==> config.mk <==
export PLATFORM = sky130hd
export DESIGN_NAME = rst_supervisor
export DESIGN_NICKNAME = d
export VERILOG_FILES = /design/src/rtl/rsv_pkg.sv /design/src/rtl/rsv_hold_timer.sv /design/src/rtl/rsv_sel_track.sv /design/src/rtl/rsv_watchdog.sv /design/src/rtl/rst_supervisor.sv
export SDC_FILE = /design/constraint.sdc
export NUM_CORES = 1
export LEC_CHECK = 0
export ABC_AREA = 0
export BUFFER_PORTS_ARGS = -buffer_cell sky130_fd_sc_hd__buf_2
export CAP_MARGIN = 15
export CORE_UTILIZATION = 30
export CTS_CLUSTER_DIAMETER = 80
export DETAILED_ROUTE_END_ITERATION = 8
export PLACE_DENSITY = 0.42
export SYNTH_ARGS = -nofsm -noshare
export SYNTH_HDL_FRONTEND = slang
export SYNTH_HIERARCHICAL = 1
export SYNTH_SLANG_ARGS = --single-unit
==> constraint.sdc <==
create_clock -name clk -period 4.2 [get_ports clk]
set_input_delay 1.26 -clock clk [delete_from_list [all_inputs] [get_ports clk]]
set_output_delay 1.26 -clock clk [all_outputs]
set_load 0.01 [all_outputs]
==> src/rtl/rsv_pkg.sv <==
package rsv_pkg;

    typedef enum logic [1:0] {
        WDT_ONE   = 2'b00,
        WDT_THREE = 2'b01,
        WDT_SEVEN = 2'b10,
        WDT_OFF   = 2'b11
    } wdt_sel_e;

    typedef enum logic {
        SUP_HOLD = 1'b0,
        SUP_RUN  = 1'b1
    } sup_state_e;

    // events seen by the supervisor in one cycle
    typedef struct packed {
        logic tick;
        logic low_vdd;
        logic restart;
        logic expire;
        logic hold_done;
    } sup_evt_t;

    // window length in units of the quarter period
    function automatic int unsigned wdt_units(wdt_sel_e s);
        case (s)
            WDT_ONE:   return 1;
            WDT_THREE: return 3;
            WDT_SEVEN: return 7;
            default:   return 0;
        endcase
    endfunction

endpackage

==> src/rtl/rsv_hold_timer.sv <==
module rsv_hold_timer #(
    parameter int unsigned HOLD_TICKS = 1024,
    localparam int unsigned CW = $clog2(HOLD_TICKS + 1)
) (
    input  logic clk,
    input  logic rst,
    input  logic active,
    input  logic clear,
    input  logic tick,
    output logic done
);
    localparam logic [CW-1:0] LAST = CW'(HOLD_TICKS - 1);

    logic [CW-1:0] cnt;

    assign done = active && !clear && tick && (cnt == LAST);

    always_ff @(posedge clk) begin
        if (rst || clear || !active || done) begin
            cnt <= '0;
        end else if (tick) begin
            cnt <= cnt + 1'b1;
        end
    end
endmodule

==> src/rtl/rsv_sel_track.sv <==
module rsv_sel_track (
    input  logic       clk,
    input  logic       rst,
    input  logic [1:0] sel,
    output logic       changed
);
    logic [1:0] sel_q;

    assign changed = (sel != sel_q);

    always_ff @(posedge clk) begin
        sel_q <= sel;
        if (rst) begin
            sel_q <= sel;
        end
    end
endmodule

==> src/rtl/rsv_watchdog.sv <==
module rsv_watchdog
    import rsv_pkg::*;
#(
    parameter int unsigned WDT_QUARTER = 1024,
    localparam int unsigned MAXW = 7 * WDT_QUARTER,
    localparam int unsigned CW = $clog2(MAXW + 1)
) (
    input  logic       clk,
    input  logic       rst,
    input  logic       run,
    input  logic       restart,
    input  logic       tick,
    input  logic [1:0] sel,
    output logic       expire
);
    logic [CW-1:0] cnt;
    logic [CW-1:0] last;
    logic          enabled;

    always_comb begin
        enabled = (wdt_sel_e'(sel) != WDT_OFF);
        last    = CW'(wdt_units(wdt_sel_e'(sel)) * WDT_QUARTER - 1);
    end

    assign expire = run && enabled && !restart && tick && (cnt == last);

    always_ff @(posedge clk) begin
        if (rst || !run || restart || expire) begin
            cnt <= '0;
        end else if (tick && enabled) begin
            cnt <= cnt + 1'b1;
        end
    end
endmodule

==> src/rtl/rst_supervisor.sv <==
module rst_supervisor
    import rsv_pkg::*;
#(
    parameter int unsigned HOLD_TICKS  = 1024,
    parameter int unsigned WDT_QUARTER = 1024
) (
    input  logic       clk,
    input  logic       pwr_good,
    input  logic       low_vdd,
    input  logic       tick,
    input  logic       kick,
    input  logic [1:0] wdt_sel,
    output logic       rst_pull
);
    sup_state_e state;
    sup_evt_t   ev;
    logic       rst;
    logic       sel_changed;
    logic       in_run;

    assign rst    = !pwr_good;
    assign in_run = (state == SUP_RUN);

    rsv_hold_timer #(.HOLD_TICKS(HOLD_TICKS)) u_hold (
        .clk    (clk),
        .rst    (rst),
        .active (!in_run),
        .clear  (low_vdd),
        .tick   (tick),
        .done   (ev.hold_done)
    );

    rsv_sel_track u_sel (
        .clk     (clk),
        .rst     (rst),
        .sel     (wdt_sel),
        .changed (sel_changed)
    );

    always_comb begin
        ev.tick    = tick;
        ev.low_vdd = low_vdd;
        ev.restart = kick || sel_changed;
    end

    rsv_watchdog #(.WDT_QUARTER(WDT_QUARTER)) u_wdt (
        .clk     (clk),
        .rst     (rst),
        .run     (in_run && !low_vdd),
        .restart (ev.restart),
        .tick    (tick),
        .sel     (wdt_sel),
        .expire  (ev.expire)
    );

    always_ff @(posedge clk) begin
        if (rst) begin
            state <= SUP_HOLD;
        end else begin
            case (state)
                SUP_HOLD: if (ev.hold_done) state <= SUP_RUN;
                SUP_RUN:  if (ev.low_vdd || ev.expire) state <= SUP_HOLD;
                default:  state <= SUP_HOLD;
            endcase
        end
    end

    // open-drain model: enable pulls the active-low line down
    assign rst_pull = !in_run;
endmodule

==> results.md, run 1 <==
- Clock root buffer: clkbuf_8
- Register-to-Register Path Depth: 7
- WL met2: 1040 um
- Worst Hold Path EP: u_hold/cnt[8]$_SDFFE_PP0P_
- Mapped Area: 1350 um2
- Die H: 69.0 um
- Met1 WL: ~1300 um
- Fmax: roughly 370 MHz
- GPL Wtd Cong: 0.663
- Hold Path Stages: 2
- WL final: 2410 um
- Dpl hpwl: 1710 um
- Critical path depth: 8
- Detail Route met3 WL: a little under 100 um
- Status: completed
- Tcrit/Tclk final: 65.1%
- Count of cell types in the netlist: between 40 and 50
- Async SR Flop Fraction: 0%
- Critical path fanouts, max: 13
- Rows: 23
- Kind of critical path: input port to flop
- Req. time, crit path: 4.34 ns
- Total die area: 4760 um2
- # diodes: 0
- CTS Hold Bufs: 0
- Starting Density: around 32%
- Setup bufs post-CTS: 0
- Post-route DRC: 0
- RSZ-0062 raised after global routing: no
- Htree depth: 1
- Buffers added on ports: 7
- CTS max path bufs: 2
- Total global-route track usage: 12.0%
- Clock sink total: 27
- Final hold violations: 0
- Count of state elements after synthesis: 27
- Length of the first detailed-routing pass in iterations: 4
- Largest net degree at the start of global routing: 17
- Hold Path Origin: u_hold/cnt[8]$_SDFFE_PP0P_
- Syn avg cell area: 9.62 um2
- Drt initial violations: 31
- Max-cap violation count: 0
- Maximum VDD drop: 160 uV
- Total grt overflow: 0
- Core area: 4140 um2
- Final setup viols: 0
- CP top delay family: compound AO/OA/AOI/OAI gates
- Routed Antenna Nets: 0
- Worst-Margin Slew: 0.591 ns
- Syn_nets: 149
- Most used DFF post-synth: dfxtp_1
- Clock transition at path regs: 0.09 ns
- Vias in the first global route: 915
- Sequential cell area fraction in the yosys report: 40.1%
- CP Launch Type: input port
- I/O pins: 8
- Post-DR vias/cell: around 5.1
- Num CTS Buffers: 3
- Reg2Reg Launch Point: u_sel/sel_q[0]$_DFF_P_
- Min Tclk post-route: 2.73 ns
- Pleak: 0.478 nW
- Initial antenna violation count: 0
- Setup TNS: 0 ns
- Slew headroom: roughly three fifths
- Post-layout net count: 157
- Cell Pwr Density: 293 nW/um2
- Tightest Hold Check Type: flop to flop
- Worst stage delay on the critical path: 0.51 ns
- P&R area growth vs syn: 8.74%
- Top sig layer: met4
- R2r endpoint: u_wdt/cnt[6]$_SDFFE_PP0P_
- Worst Skew: 0.0120 ns
- Cells after synthesis: 140
- DR vias: 1000
- Avg WL per Cell: roughly 12 um
- Worst-Skew Late Latency: 0.28 ns
- Die width: 69.0 um
- Worst path slowest cell: o31ai_4
- Final Slew Violations: 0
- Share of layout cells above drive strength 1: 17.0%
- R2R Setup Slk: approximately 2.3 ns
- Post-CTS Resized: 0
- Worst Setup End Kind: flop
- CTS tree: done
- CP bufs+invs: 1
- Critical path arrival: 2.87 ns
- Synth warnings: 6
- First-pass GRT wire length: 4150 um
- Number of enable flip-flop cells after synthesis: 0
- Worst hold slack: roughly 0.5 ns
- CP Cell Sequence: buf_2 > xnor2_1 > nand2_1 > or2_2 > nor2b_1 > o21ai_0 > o31ai_4 > nor2_1
-- per-layer routing --
metal | GRT usage (%) | vias to the layer above
met1 | 15.0 | 467
li1 | - | 517
met5 | 0 | -
met3 | 3.95 | 2
met2 | 19.5 | 14
met4 | 3.83 | 0
-- tightest hold or removal path: stages, from the launching register on --
cell     delay (ns)
dfxtp_1        0.34
o31ai_1        0.07
a21oi_1        0.05
-- layout make-up --
cell class	instances	area [um2]
fillers	447	2680
multi-input cells	105	758
flip-flops and latches	27	541
well taps	50	62.6
repair buffers	8	42.5
clock buffers	3	41.3
inverters	3	11.3
clock inverters	1	7.51
-- through the flow --
| step | cells | worst slack [ns] | cell area [um2] | util [%] | power, mW |
|---|---|---|---|---|---|
| floorplan | 140 | 1.65 | 1350 | - | 0.277 |
| global placement | 193 | 1.26 | 1420 | 34.1 | 0.284 |
| detailed placement | 193 | 1.16 | 1420 | 34.1 | 0.285 |
| CTS | 197 | 1.44 | 1460 | 35.3 | 0.441 |
| global route | 197 | 1.22 | 1460 | 35.3 | 0.453 |
| finish | 197 | 1.47 | 1460 | 35.3 | 0.429 |
-- cells in the mapped netlist (all sizes together), types with 2 or more instances --
cell    number  area, um2
and3         3       20.0
buf          4       32.5
o31ai        4       43.8
inv          3       11.3
or4          3       26.3
nor2        13       48.8
a21oi        4       20.0
nand4        8       71.3
xnor2        4       35.0
nor2b        2       12.5
dfxtp       27        541
xor2        13        114
ha           2       25.0
or3          4       25.0
and2         2       12.5
and4         2       17.5
nand2        7       26.3
nor3         6       30.0
mux2i        2       20.0
nand3        8       57.6
a211oi       4       35.0
o21ai        5       25.0
-- worst max path at each step --
stage               start                         to  slack (ns)
2_1_floorplan  wdt_sel[0]  u_wdt/cnt[0]$_SDFFE_PP0P_        1.65
3_3_place_gp   wdt_sel[0]  u_wdt/cnt[0]$_SDFFE_PP0P_        1.26
3_5_place_dp   wdt_sel[0]  u_wdt/cnt[0]$_SDFFE_PP0P_        1.16
4_1_cts        wdt_sel[0]  u_wdt/cnt[6]$_SDFFE_PP0P_        1.44
5_1_grt        wdt_sel[0]  u_wdt/cnt[6]$_SDFFE_PP0P_        1.22
6_report       wdt_sel[0]  u_wdt/cnt[6]$_SDFFE_PP0P_        1.47
-- placed cells by master (no fill, tap or decap), types with 2 or more instances in the layout --
| cell | Yosys | routed |
|---|---|---|
| nand4_1 | 6 | 6 |
| clkbuf_8 | 0 | 3 |
| and2_1 | 2 | 2 |
| o31ai_1 | 3 | 3 |
| dfxtp_1 | 27 | 27 |
| o21ai_0 | 5 | 5 |
| inv_1 | 2 | 2 |
| nand2_1 | 7 | 7 |
| nor2b_1 | 2 | 2 |
| or3_1 | 4 | 4 |
| ha_1 | 2 | 2 |
| buf_2 | 2 | 7 |
| xnor2_1 | 4 | 4 |
| nand3_1 | 6 | 6 |
| or4_1 | 2 | 2 |
| nor3_1 | 6 | 6 |
| and3_1 | 2 | 2 |
| mux2i_1 | 2 | 2 |
| a21oi_1 | 4 | 4 |
| xor2_1 | 13 | 13 |
| a211oi_1 | 3 | 3 |
| nor2_1 | 13 | 13 |
| and4_1 | 2 | 2 |
-- cells by family after synthesis --
kind of cell | synth area share, %
simple gates | 30.3
flops | 40.1
compound gates | 11.6
mux | 1.49
fa+ha+maj | 1.86
buf+inv | 3.53
xor+xnor | 11.1
-- sequential cells by signal (all words and copies together) (netlist names) --
register / flops
u_sel/sel_q: 2
u_wdt/cnt: 13
in_run: 1
u_hold/cnt: 11
-- report_power, final --
part           total [mW]  internal (mW)  switching (mW)
Sequential          0.259          0.258         0.00116
Combinational      0.0198        0.00824          0.0115
Clock               0.150         0.0673          0.0829
(Power assumes the default switching activity.)
==> run 2, diff against run 1 <==
==> constraint.sdc (replaced) <==
create_clock -name clk -period 2.6 [get_ports clk]
set_input_delay 0.78 -clock clk [delete_from_list [all_inputs] [get_ports clk]]
set_output_delay 0.78 -clock clk [all_outputs]
set_load 0.01 [all_outputs]
==> results.md, run 2 (synthesis gave the netlist of run 1 again) <==
- Num CTS Buffers: 3 (unchanged)
- Min Tclk post-route: 2.07 ns
- Biggest register: u_wdt/cnt
- First-pass GRT wire length: 4340 um (+4.7%)
- Tot Pwr: 0.680 mW (+59%)
- Max-cap violation count: 0 (unchanged)
- Slew headroom: 71.6% (+11 points)
- Total grt overflow: 0 (unchanged)
- Dpl hpwl: 1810 um (+5.6%)
- Post-DR vias/cell: 5.03 (-0.91%)
- Max FFs per register: 13 (unchanged)
- Worst Setup End Kind: flop
- Total die area: 4760 um2 (unchanged)
- Clock transition at path regs: 0.09 ns (about the same)
- Most frequent cells in the layout: dfxtp_1, nor2_1, xor2_1, buf_2, nand2_1
- GPL Wtd Cong: 0.713 (+7.5%)
- Routed Antenna Nets: 0 (unchanged)
- CTS Hold Bufs: 0 (unchanged)
- Status: completed
- GRT busiest layer: met2
- Pre-CTS WS: 0.242 ns (-0.921 ns)
- Met1 usage: 15.8% (+0.86 points)
- Top flop regs: u_wdt/cnt x13, u_hold/cnt x11, u_sel/sel_q x2
- I/O pins: 8 (unchanged)
- Die width: 69.0 um (unchanged)
- Final Slew Violations: 0 (unchanged)
- Maximum VDD drop: 197 uV (+23%)
- Final setup viols: 0 (unchanged)
- Setup bufs post-CTS: 0 (unchanged)
- Htree depth: 1 (unchanged)
- Fill cells: 433 (-3.1%)
- Commonest non-fill, non-tap cell in the layout: dfxtp_1
- Pleak: 0.489 nW (+2.2%)
- Critical path fanouts, max: 13 (unchanged)
- Initial antenna violation count: 0 (unchanged)
- Buffers added on ports: 7 (unchanged)
- Drt initial violations: 37 (+19%)
- Fmax: between 400 and 500 MHz
- Tcrit/Tclk final: 79.7%
- Critical path arrival: 2.23 ns (-0.64 ns)
- Length of the first detailed-routing pass in iterations: 6 (+2)
- Post-route DRC: 0 (unchanged)
- GR Layer Usage met2: 19.7% (+0.12 points)
- Largest net degree at the start of global routing: 15 (-2)
- Req. time, crit path: 2.76 ns (-1.58 ns)
- Rows: 23 (unchanged)
- Total global-route track usage: 12.3% (+0.30 points)
- # diodes: 0 (unchanged)
- RSZ-0062 raised after global routing: no
- Setup ws final: 0.527 ns (-0.938 ns)
- CP Launch Type: input port
- DR vias: 1001 (+0.10%)
- Avg WL per Cell: 12.3 um (+0.84%)
- Core area: 4140 um2 (unchanged)
- Starting Density: 32.5% (unchanged)
- Worst-Skew Late Latency: 0.26 ns (-0.02 ns)
- Vias in the first global route: 964 (+5.4%)
- Cell Pwr Density: 461 nW/um2 (+57%)
- CTS tree: done
- Register-to-Register Path Depth: 8 (+1)
- CTS max path bufs: 2 (unchanged)
- WL final: 2460 um (+1.9%)
- Final hold violations: 0 (unchanged)
- Post-layout net count: 159 (+1.3%)
- P&R area growth vs syn: 9.57%
- Die H: 69.0 um (unchanged)
- Worst-Margin Slew: 0.422 ns (-0.169 ns)
- Setup TNS: 0 ns (unchanged)
- Hold Path Stages: 2 (unchanged)
- Routing usage on met3: 3.95% (unchanged)
- Tightest Hold Check Type: flop to flop
- Kind of critical path: input port to flop
- Clock sink total: 27 (unchanged)
- Post-CTS Resized: 0 (unchanged)
- Share of layout cells above drive strength 1: 17.4% (+0.44 points)
- Clock root buffer: clkbuf_8
- Worst Skew: 0.00337 ns (-0.00863 ns)
-- run 2: cell count changes in the layout (fill, tap and decap cells not counted) --
cell	change
clkbuf_1	+1
buf_4	+2
clkinvlp_4	-1
-- run 2: critical path: stages --
cell and delay, ns:
buf_2 0.14, xnor2_1 0.15, nand2_1 0.06, or2_2 0.29, nor2b_1 0.14, o21ai_0 0.18
o31ai_4 0.20, buf_4 0.22, nor2_1 0.07
-- run 2: layout make-up --
type	instances	area [um2]	area share [%]
Clock buffer	4	45.0	3.05
Inverter	3	11.3	0.763
Multi-Input combinational cell	105	758	51.4
Sequential cell	27	541	36.6
Tap cell	50	62.6	4.24
Timing Repair Buffer	10	57.6	3.90
-- run 2: where the power goes --
| part | switching [mW] | leakage, nW | internal (mW) |
|---|---|---|---|
| clock | 0.121 | 0.0228 | 0.109 |
| sequential | 0.00185 | 0.218 | 0.416 |
| combinational | 0.0184 | 0.248 | 0.0133 |
| total | 0.141 | 0.489 | 0.539 |
-- run 2: path summary, 6_finish.rpt --
path	startpoint	to	slack (ns)
max reg2reg	u_sel/sel_q[0]$_DFF_P_	u_wdt/cnt[7]$_SDFFE_PP0P_	0.85
max	wdt_sel[0]	u_wdt/cnt[7]$_SDFFE_PP0P_	0.53
min reg2reg	u_wdt/cnt[12]$_SDFFE_PP0P_	u_wdt/cnt[12]$_SDFFE_PP0P_	0.51
min	u_wdt/cnt[12]$_SDFFE_PP0P_	u_wdt/cnt[12]$_SDFFE_PP0P_	0.51
-- run 2: routing by layer --
metal  part of all wire (%)  wire length [um]  vias up
li1                       -                 -      522
met1                     53              1300      467
met2                     43              1050       10
met3                    3.3                82        2
met4                   0.69                17        0
met5                      0                 0        -
-- run 2: through the flow --
stage                     area (um2)  std cells  hold WS, ns  utilization (%)
after global placement          1430        195        0.486             34.5
final                           1480        199        0.509             35.6
after CTS                       1480        199        0.515             35.6
after floorplan                 1350        140        0.465                -
after detailed placement        1430        195        0.495             34.5
after global routing            1480        199        0.540             35.6
